--- src/rtl/spi_sm_pkg.sv ---
package spi_sm_pkg;

   localparam int BYTE_BITS = 8;

   typedef enum logic [2:0] {
      ST_IDLE   = 3'd0,
      ST_LOAD   = 3'd1,
      ST_HALF_A = 3'd2,
      ST_HALF_B = 3'd3,
      ST_FLUSH  = 3'd4,
      ST_FIN    = 3'd5
   } xfer_state_t;

endpackage

--- src/rtl/spi_half_timer.sv ---
module spi_half_timer #(
   parameter int DIV_W = 8
) (
   input  logic             clk,
   input  logic             rst_n,
   input  logic             run,
   input  logic [DIV_W-1:0] limit,
   output logic             tick
);

   generate
      if (DIV_W < 1) begin : g_bad_div
         $error("spi_half_timer: DIV_W must be at least 1");
      end
   endgenerate

   logic [DIV_W-1:0] cnt_q;

   assign tick = run && (cnt_q == limit);

   always_ff @(posedge clk or negedge rst_n) begin
      if (!rst_n) begin
         cnt_q <= '0;
      end else if (!run || tick) begin
         cnt_q <= '0;
      end else begin
         cnt_q <= cnt_q + 1'b1;
      end
   end

endmodule

--- src/rtl/spi_tx_shift.sv ---
module spi_tx_shift #(
   parameter int W = 8
) (
   input  logic         clk,
   input  logic         rst_n,
   input  logic         load,
   input  logic [W-1:0] load_data,
   input  logic         step,
   output logic         bit_out
);

   generate
      if (W < 2) begin : g_bad_w
         $error("spi_tx_shift: W must be at least 2");
      end
   endgenerate

   logic [W-1:0] sh_q;

   always_ff @(posedge clk or negedge rst_n) begin
      if (!rst_n) begin
         sh_q    <= '0;
         bit_out <= 1'b0;
      end else if (load) begin
         bit_out <= load_data[W-1];
         sh_q    <= {load_data[W-2:0], 1'b0};
      end else if (step) begin
         bit_out <= sh_q[W-1];
         sh_q    <= {sh_q[W-2:0], 1'b0};
      end
   end

   // a freshly loaded byte puts its top bit on the line first
   p_load_msb_r4: assert property (@(posedge clk) disable iff (!rst_n)
      load |=> (bit_out == $past(load_data[W-1])));

endmodule

--- src/rtl/spi_rx_pack.sv ---
module spi_rx_pack #(
   parameter int W = 8
) (
   input  logic         clk,
   input  logic         rst_n,
   input  logic         clear,
   input  logic         sample,
   input  logic         bit_in,
   input  logic         flush,
   output logic [W-1:0] out_data,
   output logic         out_valid
);

   localparam int CW = $clog2(W);

   generate
      if (W < 2 || (1 << CW) != W) begin : g_bad_w
         $error("spi_rx_pack: W must be a power of two, at least 2");
      end
   endgenerate

   logic [W-1:0]  acc_q;
   logic [CW-1:0] cnt_q;

   always_ff @(posedge clk or negedge rst_n) begin
      if (!rst_n) begin
         acc_q     <= '0;
         cnt_q     <= '0;
         out_data  <= '0;
         out_valid <= 1'b0;
      end else begin
         out_valid <= 1'b0;
         if (clear) begin
            acc_q <= '0;
            cnt_q <= '0;
         end else if (sample) begin
            acc_q <= {acc_q[W-2:0], bit_in};
            if (cnt_q == CW'(W-1)) begin
               out_data  <= {acc_q[W-2:0], bit_in};
               out_valid <= 1'b1;
               cnt_q     <= '0;
            end else begin
               cnt_q <= cnt_q + 1'b1;
            end
         end else if (flush) begin
            if (cnt_q != '0) begin
               out_data  <= acc_q << (W - int'(cnt_q));
               out_valid <= 1'b1;
            end
            cnt_q <= '0;
         end
      end
   end

   // captures are at least two clocks apart, so bytes never come back to back
   p_rx_spaced_r6: assert property (@(posedge clk) disable iff (!rst_n)
      out_valid |=> !out_valid);

endmodule

--- src/rtl/spi_shift_master.sv ---
module spi_shift_master
   import spi_sm_pkg::*;
#(
   parameter int LEN_W = 16,
   parameter int DIV_W = 8
) (
   input  logic             clk,
   input  logic             rst_n,
   input  logic             start,
   input  logic [LEN_W-1:0] len_bits,
   input  logic             cpol,
   input  logic             cpha,
   input  logic             cs_begin,
   input  logic             cs_end,
   input  logic [DIV_W-1:0] half_div,
   input  logic [7:0]       tx_data,
   input  logic             tx_valid,
   output logic             tx_ready,
   output logic [7:0]       rx_data,
   output logic             rx_valid,
   output logic             busy,
   output logic             done,
   output logic             sck,
   output logic             mosi,
   input  logic             miso,
   output logic             cs_n
);

   localparam int BC_W = $clog2(BYTE_BITS);

   generate
      if (LEN_W < 1) begin : g_bad_len
         $error("spi_shift_master: LEN_W must be at least 1");
      end
      if (BYTE_BITS != 8) begin : g_bad_byte
         $error("spi_shift_master: byte streams are 8 bits wide");
      end
   endgenerate

   xfer_state_t      state_q;
   logic             cpol_q;
   logic             cpha_q;
   logic             endf_q;
   logic [DIV_W-1:0] div_q;
   logic [LEN_W-1:0] left_q;
   logic [BC_W-1:0]  txbit_q;
   logic             sck_q;
   logic             cs_q;
   logic             armed_q;

   logic tick;
   logic half_run;
   logic tx_load;
   logic step_bit;
   logic sample;
   logic last_bit;
   logic byte_end;

   assign half_run = (state_q == ST_HALF_A) || (state_q == ST_HALF_B);
   assign tx_ready = (state_q == ST_LOAD);
   assign tx_load  = tx_ready && tx_valid;
   assign last_bit = (left_q == LEN_W'(1));
   assign byte_end = (txbit_q == BC_W'(BYTE_BITS-1));
   assign step_bit = (state_q == ST_HALF_B) && tick && !last_bit && !byte_end;
   assign sample   = tick && (((state_q == ST_HALF_A) && !cpha_q) ||
                              ((state_q == ST_HALF_B) &&  cpha_q));

   assign busy = (state_q != ST_IDLE);
   assign done = (state_q == ST_FIN);
   assign sck  = sck_q;
   assign cs_n = cs_q;

   spi_half_timer #(.DIV_W(DIV_W)) u_timer (
      .clk   (clk),
      .rst_n (rst_n),
      .run   (half_run),
      .limit (div_q),
      .tick  (tick)
   );

   spi_tx_shift #(.W(BYTE_BITS)) u_tx (
      .clk       (clk),
      .rst_n     (rst_n),
      .load      (tx_load),
      .load_data (tx_data),
      .step      (step_bit),
      .bit_out   (mosi)
   );

   spi_rx_pack #(.W(BYTE_BITS)) u_rx (
      .clk       (clk),
      .rst_n     (rst_n),
      .clear     ((state_q == ST_IDLE) && start),
      .sample    (sample),
      .bit_in    (miso),
      .flush     (state_q == ST_FLUSH),
      .out_data  (rx_data),
      .out_valid (rx_valid)
   );

   always_ff @(posedge clk or negedge rst_n) begin
      if (!rst_n) begin
         state_q <= ST_IDLE;
         cpol_q  <= 1'b0;
         cpha_q  <= 1'b0;
         endf_q  <= 1'b0;
         div_q   <= '0;
         left_q  <= '0;
         txbit_q <= '0;
         sck_q   <= 1'b0;
         cs_q    <= 1'b1;
         armed_q <= 1'b0;
      end else begin
         armed_q <= 1'b1;
         unique case (state_q)
            ST_IDLE: begin
               sck_q <= cpol;
               if (start) begin
                  cpol_q <= cpol;
                  cpha_q <= cpha;
                  endf_q <= cs_end;
                  div_q  <= half_div;
                  left_q <= len_bits;
                  if (cs_begin) begin
                     cs_q <= 1'b0;
                  end
                  state_q <= (len_bits == '0) ? ST_FLUSH : ST_LOAD;
               end
            end
            ST_LOAD: begin
               if (tx_valid) begin
                  txbit_q <= '0;
                  if (!cpha_q) begin
                     sck_q <= ~cpol_q;
                  end
                  state_q <= ST_HALF_A;
               end
            end
            ST_HALF_A: begin
               if (tick) begin
                  sck_q   <= cpha_q ? ~cpol_q : cpol_q;
                  state_q <= ST_HALF_B;
               end
            end
            ST_HALF_B: begin
               if (tick) begin
                  sck_q  <= cpol_q;
                  left_q <= left_q - 1'b1;
                  if (last_bit) begin
                     state_q <= ST_FLUSH;
                  end else if (byte_end) begin
                     state_q <= ST_LOAD;
                  end else begin
                     txbit_q <= txbit_q + 1'b1;
                     if (!cpha_q) begin
                        sck_q <= ~cpol_q;
                     end
                     state_q <= ST_HALF_A;
                  end
               end
            end
            ST_FLUSH: begin
               state_q <= ST_FIN;
            end
            ST_FIN: begin
               if (endf_q) begin
                  cs_q <= 1'b1;
               end
               state_q <= ST_IDLE;
            end
            default: begin
               state_q <= ST_IDLE;
            end
         endcase
      end
   end

   // idle clock is parked at the requested polarity
   p_idle_park_r1: assert property (@(posedge clk) disable iff (!rst_n)
      (armed_q && !busy && $past(!busy)) |-> (sck == $past(cpol)));

   // select only drops on an accepted start carrying the begin flag
   p_cs_fall_r2: assert property (@(posedge clk) disable iff (!rst_n)
      $fell(cs_n) |-> $past(start && cs_begin && !busy));

   // select only rises right after the end-of-transfer pulse
   p_cs_rise_r3: assert property (@(posedge clk) disable iff (!rst_n)
      $rose(cs_n) |-> $past(done));

   // the end pulse is followed by idle
   p_done_ends_r8: assert property (@(posedge clk) disable iff (!rst_n)
      done |=> !busy);

   // an empty transfer ends two cycles after it is accepted
   p_zero_len_r10: assert property (@(posedge clk) disable iff (!rst_n)
      (!busy && start && (len_bits == '0)) |=> ##1 done);

endmodule

--- config.mk ---
export PLATFORM = sky130hd
export DESIGN_NAME = spi_shift_master
export DESIGN_NICKNAME = d
export VERILOG_FILES = /design/src/rtl/spi_sm_pkg.sv /design/src/rtl/spi_half_timer.sv /design/src/rtl/spi_tx_shift.sv /design/src/rtl/spi_rx_pack.sv /design/src/rtl/spi_shift_master.sv
export SDC_FILE = /design/constraint.sdc
export NUM_CORES = 1
export LEC_CHECK = 0
export BUFFER_PORTS_ARGS = -buffer_cell sky130_fd_sc_hd__buf_2
export CAP_MARGIN = 10
export CELL_PAD_IN_SITES_DETAIL_PLACEMENT = 1
export CELL_PAD_IN_SITES_GLOBAL_PLACEMENT = 1
export CORE_MARGIN = 2
export CORE_UTILIZATION = 44
export CTS_CLUSTER_SIZE = 10
export DETAILED_ROUTE_END_ITERATION = 10
export PLACE_DENSITY = 0.78
export SETUP_SLACK_MARGIN = 0.02
export SLEW_MARGIN = 20
export SYNTH_ARGS = -nofsm -noshare
export SYNTH_HDL_FRONTEND = slang
export SYNTH_HIERARCHICAL = 1
export SYNTH_SLANG_ARGS = --single-unit
--- constraint.sdc ---
create_clock -name clk -period 3.3 [get_ports clk]
set_input_delay 0.33 -clock clk [delete_from_list [all_inputs] [get_ports clk]]
set_output_delay 0.33 -clock clk [all_outputs]
set_load 0.05 [all_outputs]
==> run_results.csv, run 1 <==
group,metric,value,unit
detailed_routing,first_pass_iters,4,
synth,avgSynthCellArea,9.67,µm²
timing,rsz0062_at_grt,"false",
synth,synth_most_common_cell,"dfrtp_1",
timing,fin_ws,0.568,ns
die,die_x,99.3,µm
detailed_routing,viasPerCell,5.72,
power,sw_frac_of_total,40.1,%
setup_path,cp_max_fo,9,
outcome,status,"finished clean",
timing,maxSlewViolCount,0,
flow_run,maxCapViolations,0,
synth,yosysTopAreaCell,"dfrtp_1",
power,power.density,744,nW/µm²
layout,area_growth,14.3,%
synth,yosys.cell_types.count,58,
cts,post_cts_buffers,0,
global_routing,grt.overflow.total,0,
setup_path,crit_top_cell,"and3_1",
cts,max-clock-path-buffers,2,
layout,nFillCells,1025,
cts,cts_resized,0,
synth,yosys-top-cells-count,"dfrtp_1, nor2_1, nand2_1",
detailed_routing,ant_nets,0,
worst_hold_path,hp-class,"in2async",
die,num_rows,34,
layout,nets,515,
placement,portBuffers,55,
synth,synth_nets,463,
setup_path,crit_type,"reg2reg",
placement,dp_hpwl,6980,µm
setup_path,cp-start-kind,"register",
cts,clk_pin_slew,0.09,ns
cts,root_buffer,"clkbuf_8",
synth,yosys_warnings,6,
setup_path,cp_slowest_stage_delay,0.44,ns
power,peakVddDrop,0.000322,V
setup_path,path_depth,9,
timing,min_period,2.73,ns
global_routing,grt_max_degree,72,
detailed_routing,remaining_drc_errors,0,
power,p_int,2040,µW
global_routing,antenna_found_initial,0,
timing,finClkSkew,0.00968,ns
power,combPwrFrac,34.5,%
setup_path,cpMaxStageDelayCell,"dfrtp_1",
global_routing,grt_pass1_vias,3454,
die,io-pin-count,56,
detailed_routing,wl_per_cell,16.9,µm
timing,fin_crit_sh,82.8,%
die,start_util,45.6,%
die,die_h,99.3,µm
setup_path,cp_top_family,"simple AND/OR/NAND/NOR gates",
synth,ys_seq_elements,71,
cts,cts_tree,"done",
detailed_routing,drtIter0Drc,60,
layout,diodes,0,
global_routing,grt_pass1_wl,16900,µm
layout,drive_gt1_share,20.4,%
timing,hold_violations,0,
synth,synth_area,3990,µm²
timing,tns,0,ns
synth,yosysTopAreaCellShare,43.9,%
timing,hold_slack,0.178,ns
cts,clock_latency,0.35,ns
placement,gp_congestion,0.863,
cts,clkSinkCount,71,
setup_path,arrival,2.96,ns
synth,synth_area_leaders,"dfrtp_1, mux2i_1, nor2_1",
cts,ctsHoldBuffers,0,
setup_path,required,3.53,ns
power,p_switching,1360,µW
timing,slew_headroom,39.5,%
cts,cts_buffers,9,
global_routing,grt_usage,21.3,%
detailed_routing,vias,3308,
timing,setup_viol,0,
cts,h-tree-depth,3,
power,power_frac_clock,21.5,%
setup_path,ff2ff_path_depth,9,
synth,seq_area_frac_synth,44.5,%
die,die-area,9850,µm²
synth,netlist_instances,413,
timing,timing.fmax,366,MHz
power,p_seq_share,43.9,%
timing,worst_pin_slew,0.908,ns
setup_path,path_buf_inv,1,
die,core_area,8760,µm²
synth,async_flop_share,100,%
setup_path,crit_chain,"xor2_1, nor4_2, buf_4, and3_1, and3_1, nand2_1, o21a_1, a311oi_1, a21oi_1",
detailed_routing,finalWirelength,9760,µm
setup_path,end_kind,"register",
placement,place_ws,0.578,ns
power,power.leakage,0.00192,µW
synth,synth-edff-count,0,
synth,synth_top_flop_cell,"dfrtp_1",
layout make-up:
cell class                 count  area, µm²  area share, %
multi-input combinational    306       2050           44.9
clock buffer                  10        138           3.02
tap                          108        135           2.96
sequential                    71       1780           39.0
clock inverter                 6       68.8           1.51
timing repair buffer          65        350           7.68
inverter                      12       45.0          0.987
power groups by stage:
stage	registers, µW	clock network [µW]	logic (µW)
6_report	1490	731	1170
5_1_grt	1540	794	1310
4_1_cts	1490	753	1180
3_5_place_dp	1500	0	1180
3_3_place_gp	1480	0	1110
2_1_floorplan	1420	0	896
worst register-to-register path: stages (launching register included):
cell	delay, ns
dfrtp_1	0.44
xor2_1	0.17
nor4_2	0.29
buf_4	0.21
and3_1	0.25
and3_1	0.40
nand2_1	0.25
o21a_1	0.23
a311oi_1	0.28
a21oi_1	0.10
metal layers:
metal  up-vias  global-route usage [%]  wire, µm
met3        18                    3.87       298
met2        65                    34.7      4680
met4         0                    8.54       184
met5         -                       0         0
met1      1614                    28.1      4590
li1       1611                       -         -
per-stage QoR:
step | instances | total power (µW) | utilization [%] | cell area, µm²
after floorplan | 413 | 2320 | - | 3990
after global placement | 562 | 2590 | 49.7 | 4360
after detailed placement | 562 | 2680 | 49.7 | 4360
after CTS | 578 | 3420 | 52.1 | 4560
after global routing | 578 | 3650 | 52.1 | 4560
final | 578 | 3400 | 52.1 | 4560
flip-flops by register name, summed over array words and instances, names as in the netlist, 3 cells and up:
signal / cells
u_rx/acc_q: 8
u_tx/sh_q: 7
left_q: 16
u_rx/out_data: 8
div_q: 8
u_rx/cnt_q: 3
txbit_q: 3
state_q: 3
u_timer/cnt_q: 8
cells in the final DEF (no fill, tap or decap), types with 12 or more instances in the layout:
cell / instances
o21ai_1: 22
buf_2: 55
dfrtp_1: 70
nor3_1: 12
nand3_1: 12
nand2_1: 35
nor2_1: 36
mux2i_1: 24
a21oi_1: 25
cell families (layout without fill, tap and decap cells):
group                      count (synthesis)  in the layout  synth area share [%]
DFF                                       71             71                  44.5
and+or+nand+nor                          131            131                  16.2
adders and majority gates                  9              9                  2.82
muxes                                     37             37                  9.68
AOI/OAI and AO/OA                        115            115                  19.0
buffers and inverters                     36             93                  4.32
xor gates and xnor gates                  14             14                  3.45
worst paths after layout:
path | start | endpoint | slack, ns
min in group clk | half_div[4] | div_q[4]$_DFFE_PN0P_ | 0.18
hold reg to reg | endf_q$_DFFE_PN0P_ | endf_q$_DFFE_PN0P_ | 0.50
setup / recovery | u_timer/cnt_q[5]$_DFF_PN0_ | u_rx/out_data[4]$_DFFE_PN0P_ | 0.57
max in group asynchronous | rst_n | left_q[7]$_DFFE_PN0P_ | 2.52
hold / removal | rst_n | u_timer/cnt_q[2]$_DFF_PN0_ | 0.18
setup reg to reg | u_timer/cnt_q[5]$_DFF_PN0_ | u_rx/out_data[4]$_DFFE_PN0P_ | 0.57
Power figures use the tool's default switching activity.
==> inputs of run 2 (changes only) <==
==> constraint.sdc (replaced) <==
create_clock -name clk -period 2.69 [get_ports clk]
set_input_delay 0.269 -clock clk [delete_from_list [all_inputs] [get_ports clk]]
set_output_delay 0.269 -clock clk [all_outputs]
set_load 0.05 [all_outputs]
==> run_results.csv, run 2 (same netlist as run 1, synthesis figures left out) <==
group,metric,value,unit
outcome,status,"finished clean",
setup_path,crit_type,"reg2reg",
timing,slew_headroom,54.3,%
setup_path,cp_max_fo,6,
timing,setup_viol,0,
layout,nets,525,
cts,clk_pin_slew,0.08,ns
setup_path,end_kind,"register",
die,core_area,8760,µm²
timing,min_period,2.46,ns
placement,place_ws,0.274,ns
detailed_routing,finalWirelength,10300,µm
layout,multi_input_area,2050,µm²
layout,diodes,0,
cts,max-clock-path-buffers,2,
layout,area_growth,17.4,%
detailed_routing,remaining_drc_errors,0,
layout,nFillCells,1022,
placement,gp_congestion,0.846,
detailed_routing,ant_nets,0,
power,peakVddDrop,0.000326,V
layout,layout_common_cells,"dfrtp_1, buf_2, nor2_1, nand2_1, a21oi_1",
cts,post_cts_buffers,0,
power,power.density,937,nW/µm²
layout,regMostFlops,"left_q",
timing,fin_ws,0.228,ns
global_routing,grt.overflow.total,0,
layout,largest_register_ff_count,16,
cts,clock_latency,0.35,ns
setup_path,required,2.92,ns
cts,cts_tree,"done",
timing,maxSlewViolCount,0,
cts,h-tree-depth,3,
die,io-pin-count,56,
layout,final_common_cell,"dfrtp_1",
timing,hold_violations,0,
cts,clkSinkCount,71,
die,die_x,99.3,µm
timing,timing.fmax,406,MHz
flow_run,maxCapViolations,0,
timing,worst_pin_slew,0.684,ns
global_routing,grt_pass1_wl,17500,µm
timing,rsz0062_at_grt,"false",
die,start_util,45.6,%
detailed_routing,viasPerCell,5.85,
cts,root_buffer,"clkbuf_8",
die,die-area,9850,µm²
detailed_routing,drtIter0Drc,115,
placement,dp_hpwl,7330,µm
detailed_routing,vias,3436,
timing,finClkSkew,0.0119,ns
power,finalPower,4400,µW
timing,tns,0,ns
layout,drive_gt1_share,21.7,%
global_routing,grt_usage,22.0,%
global_routing,antenna_found_initial,0,
power,power.leakage,0.00200,µW
detailed_routing,wl_per_cell,17.5,µm
worst_hold_path,hp-class,"in2reg",
global_routing,grt_pass1_vias,3600,
die,num_rows,34,
layout,seqCellArea,1780,µm²
cts,cts_buffers,9,
global_routing,grt_max_degree,42,
detailed_routing,first_pass_iters,4,
setup_path,ff2ff_setup_slack,0.23,ns
setup_path,arrival,2.69,ns
timing,fin_crit_sh,91.5,%
setup_path,cp-start-kind,"register",
die,die_h,99.3,µm
placement,portBuffers,55,
## run 2: cell types whose count changed in the layout (fill, tap and decap cells not counted), sizes merged
| cell | previous run | this run |
|---|---|---|
| clkinv | 1 | 2 |
| bufinv | 1 | 3 |
| clkinvlp | 4 | 1 |
| inv | 12 | 11 |
| dlygate4sd3 | 0 | 1 |
| buf | 65 | 74 |
## run 2: through the flow
step                      hold WS [ns]  util (%)  cell area [µm²]  instances
after floorplan                -0.0266         -             3990        413
after global placement           0.287      50.6             4440        571
after detailed placement         0.288      50.6             4440        571
after CTS                        0.112      53.5             4690        587
after global routing             0.131      53.5             4690        587
final                            0.125      53.5             4690        587
## run 2: what timing repair did
item,4_1_cts,5_1_grt
gates resized for setup,0,0
hold endpoints to repair,21,0
hold buffers,1,0
## run 2: routing by layer
layer | part of all wire (%) | GRT usage, % | vias to the layer above
li1 | - | - | 1630
met1 | 45 | 28.6 | 1721
met2 | 50 | 38.0 | 68
met3 | 2.9 | 3.37 | 17
met4 | 1.7 | 6.85 | 0
met5 | 0 | 0 | -
## run 2: final cells by class
type	instances	share of cell area, %
Sequential cell	71	37.9
Inverter	12	0.960
Timing Repair Buffer	75	9.39
Multi-Input combinational cell	306	43.7
Tap cell	108	2.88
Clock buffer	10	2.93
Clock inverter	5	2.27
## run 2: report_power, final
part | switching, µW | internal [µW]
Combinational | 850 | 651
Clock | 434 | 638
Sequential | 403 | 1420
Total | 1690 | 2710
## run 2: critical path, stage by stage (launching register included)
cell,delay (ns)
dfrtp_1,0.48
xor2_2,0.19
nor4_2,0.28
and3_1,0.31
and3_1,0.31
nand2_1,0.21
o21a_1,0.22
a311oi_1,0.24
a21oi_1,0.09
## run 2: final timing paths
path,startpoint,end,cells after the start
worst max-delay path,u_timer/cnt_q[3]$_DFF_PN0_,u_rx/out_data[4]$_DFFE_PN0P_,8
worst min-delay path,tx_data[5],u_tx/sh_q[6]$_DFFE_PN0P_,3
worst max register to register,u_timer/cnt_q[3]$_DFF_PN0_,u_rx/out_data[4]$_DFFE_PN0P_,8
worst min register to register,endf_q$_DFFE_PN0P_,endf_q$_DFFE_PN0P_,1
max in group asynchronous,rst_n,cs_n$_DFFE_PN1P_,3
min in group asynchronous,rst_n,u_timer/cnt_q[2]$_DFF_PN0_,2
==> inputs of run 3 (changes only) <==
--- a/config.mk
+++ b/config.mk
@@ -5,15 +5,15 @@
 export SDC_FILE = /design/constraint.sdc
 export NUM_CORES = 1
 export LEC_CHECK = 0
-export BUFFER_PORTS_ARGS = -buffer_cell sky130_fd_sc_hd__buf_2
 export CAP_MARGIN = 10
 export CELL_PAD_IN_SITES_DETAIL_PLACEMENT = 1
 export CELL_PAD_IN_SITES_GLOBAL_PLACEMENT = 1
 export CORE_MARGIN = 2
-export CORE_UTILIZATION = 44
+export CORE_UTILIZATION = 49
 export CTS_CLUSTER_SIZE = 10
 export DETAILED_ROUTE_END_ITERATION = 10
-export PLACE_DENSITY = 0.78
+export DONT_BUFFER_PORTS = 1
+export PLACE_DENSITY_LB_ADDON = 0.1
 export SETUP_SLACK_MARGIN = 0.02
 export SLEW_MARGIN = 20
 export SYNTH_ARGS = -nofsm -noshare
==> run_results.csv, run 3 (same netlist as run 1, synthesis figures left out) <==
group,metric,value,unit
outcome,status,"finished clean",
placement,postPlaceCellArea,4140,µm²
setup_path,crit_type,"reg2reg",
layout,multi_input_area,2060,µm²
layout,nets,471,
timing,setup_viol,0,
layout,drive_gt1_share,11.5,%
detailed_routing,wl_per_cell,18.9,µm
layout,diodes,0,
cts,clk_pin_slew,0.08,ns
setup_path,required,2.92,ns
timing,worst_pin_slew,0.675,ns
die,die-area,8890,µm²
layout,layout.cells.non_filler,528,
detailed_routing,first_pass_iters,4,
layout,seqCellArea,1780,µm²
detailed_routing,ant_nets,0,
placement,place_ws,-0.0327,ns
placement,dp_hpwl,7030,µm
die,core_area,7810,µm²
die,num_rows,32,
setup_path,end_kind,"register",
global_routing,use_met3,4.33,%
timing,rsz0062_at_grt,"false",
timing,hold_violations,0,
layout,nFillCells,889,
power,peakVddDrop,0.000451,V
detailed_routing,finalWirelength,9960,µm
die,die_x,94.3,µm
flow_run,maxCapViolations,0,
layout,area_growth,10.1,%
timing,timing.fmax,395,MHz
global_routing,grt_pass1_vias,3341,
die,io-pin-count,56,
placement,gp_congestion,0.903,
placement,portBuffers,0,
global_routing,antenna_found_initial,0,
cts,clock_latency,0.35,ns
layout,final_common_cell,"dfrtp_1",
timing,maxSlewViolCount,0,
global_routing,grt_usage,24.2,%
worst_hold_path,hp-class,"in2reg",
layout,largest_register_ff_count,16,
global_routing,grt_max_degree,72,
die,die_h,94.3,µm
cts,clkSinkCount,71,
global_routing,grt.overflow.total,0,
layout,final_util,56.3,%
cts,h-tree-depth,3,
timing,finClkSkew,0.0199,ns
cts,cts_tree,"done",
layout,layout_common_cells,"dfrtp_1, nor2_1, nand2_1, a21oi_1, mux2i_1",
global_routing,grt_pass1_wl,16800,µm
cts,max-clock-path-buffers,2,
detailed_routing,viasPerCell,6.09,
setup_path,cp-start-kind,"register",
layout,postLayoutCellArea,4400,µm²
die,start_util,51.2,%
global_routing,grt_util_met2,40.1,%
power,power.density,914,nW/µm²
setup_path,cp_max_fo,11,
timing,fin_ws,0.156,ns
global_routing,use_met1,32.4,%
detailed_routing,remaining_drc_errors,0,
layout,regMostFlops,"left_q",
cts,root_buffer,"clkbuf_8",
timing,tns,0,ns
global_routing,grt_busiest_layer,"met2",
cts,cts_buffers,9,
timing,fin_crit_sh,94.2,%
timing,min_period,2.53,ns
timing,slew_headroom,54.9,%
power,power.leakage,0.00177,µW
detailed_routing,vias,3217,
detailed_routing,drtIter0Drc,132,
placement,dp.cells,508,
setup_path,arrival,2.77,ns
-- run 3: power breakdown --
group	switching [µW]	internal, µW
logic	772	620
registers	459	1420
clock network	390	359
total	1620	2400
-- run 3: cell type report --
| cell class | count | area share, % |
|---|---|---|
| multi-input cells | 306 | 47.0 |
| flip-flops and latches | 71 | 40.4 |
| repair buffers | 21 | 4.95 |
| clock buffers | 14 | 3.47 |
| well taps | 102 | 2.90 |
| inverters | 12 | 1.02 |
| clock inverters | 2 | 0.228 |
-- run 3: worst max-delay path: stages, from the launching register on --
cell and delay [ns]:
dfrtp_1 0.46, xor2_1 0.19, nor4_2 0.34, and3_1 0.35
and3_4 0.31, nand2_1 0.19, o21a_1 0.22, a211oi_1 0.27
a21oi_1 0.11
-- run 3: layer usage --
metal	share of wire, %	vias up
li1	-	1527
met1	46	1611
met2	49	66
met3	3.6	13
met4	1.4	0
met5	0	-
-- run 3: path summary, 6_finish.rpt --
path                                                 to  cells after the start  slack [ns]                       start
min in group asynchronous  u_rx/out_data[1]$_DFFE_PN0P_                      2        0.47                       rst_n
max in group asynchronous              cs_n$_DFFE_PN1P_                      2        1.91                       rst_n
hold / removal                 u_tx/sh_q[1]$_DFFE_PN0P_                      2        0.05                  tx_data[0]
setup reg to reg           u_rx/out_data[6]$_DFFE_PN0P_                      8        0.16  u_timer/cnt_q[4]$_DFF_PN0_
hold reg to reg                      endf_q$_DFFE_PN0P_                      1        0.50          endf_q$_DFFE_PN0P_
setup / recovery           u_rx/out_data[6]$_DFFE_PN0P_                      8        0.16  u_timer/cnt_q[4]$_DFF_PN0_
-- run 3: what timing repair did --
| action | in CTS | in global routing |
|---|---|---|
| pin swaps | 0 | 2 |
| hold buffers | 2 | 0 |
| setup endpoints to repair | 10 | 5 |
| endpoints found under the hold margin | 71 | 0 |
| gates resized for setup | 2 | 1 |
| setup buffers | 0 | 2 |
-- run 3: per-stage QoR --
stage                     hold WS [ns]  power [µW]
after floorplan                -0.0266        2840
after global placement         -0.0247        3160
after detailed placement       -0.0250        3240
after CTS                       0.0337        4040
after global routing            0.0315        4330
final                           0.0458        4020
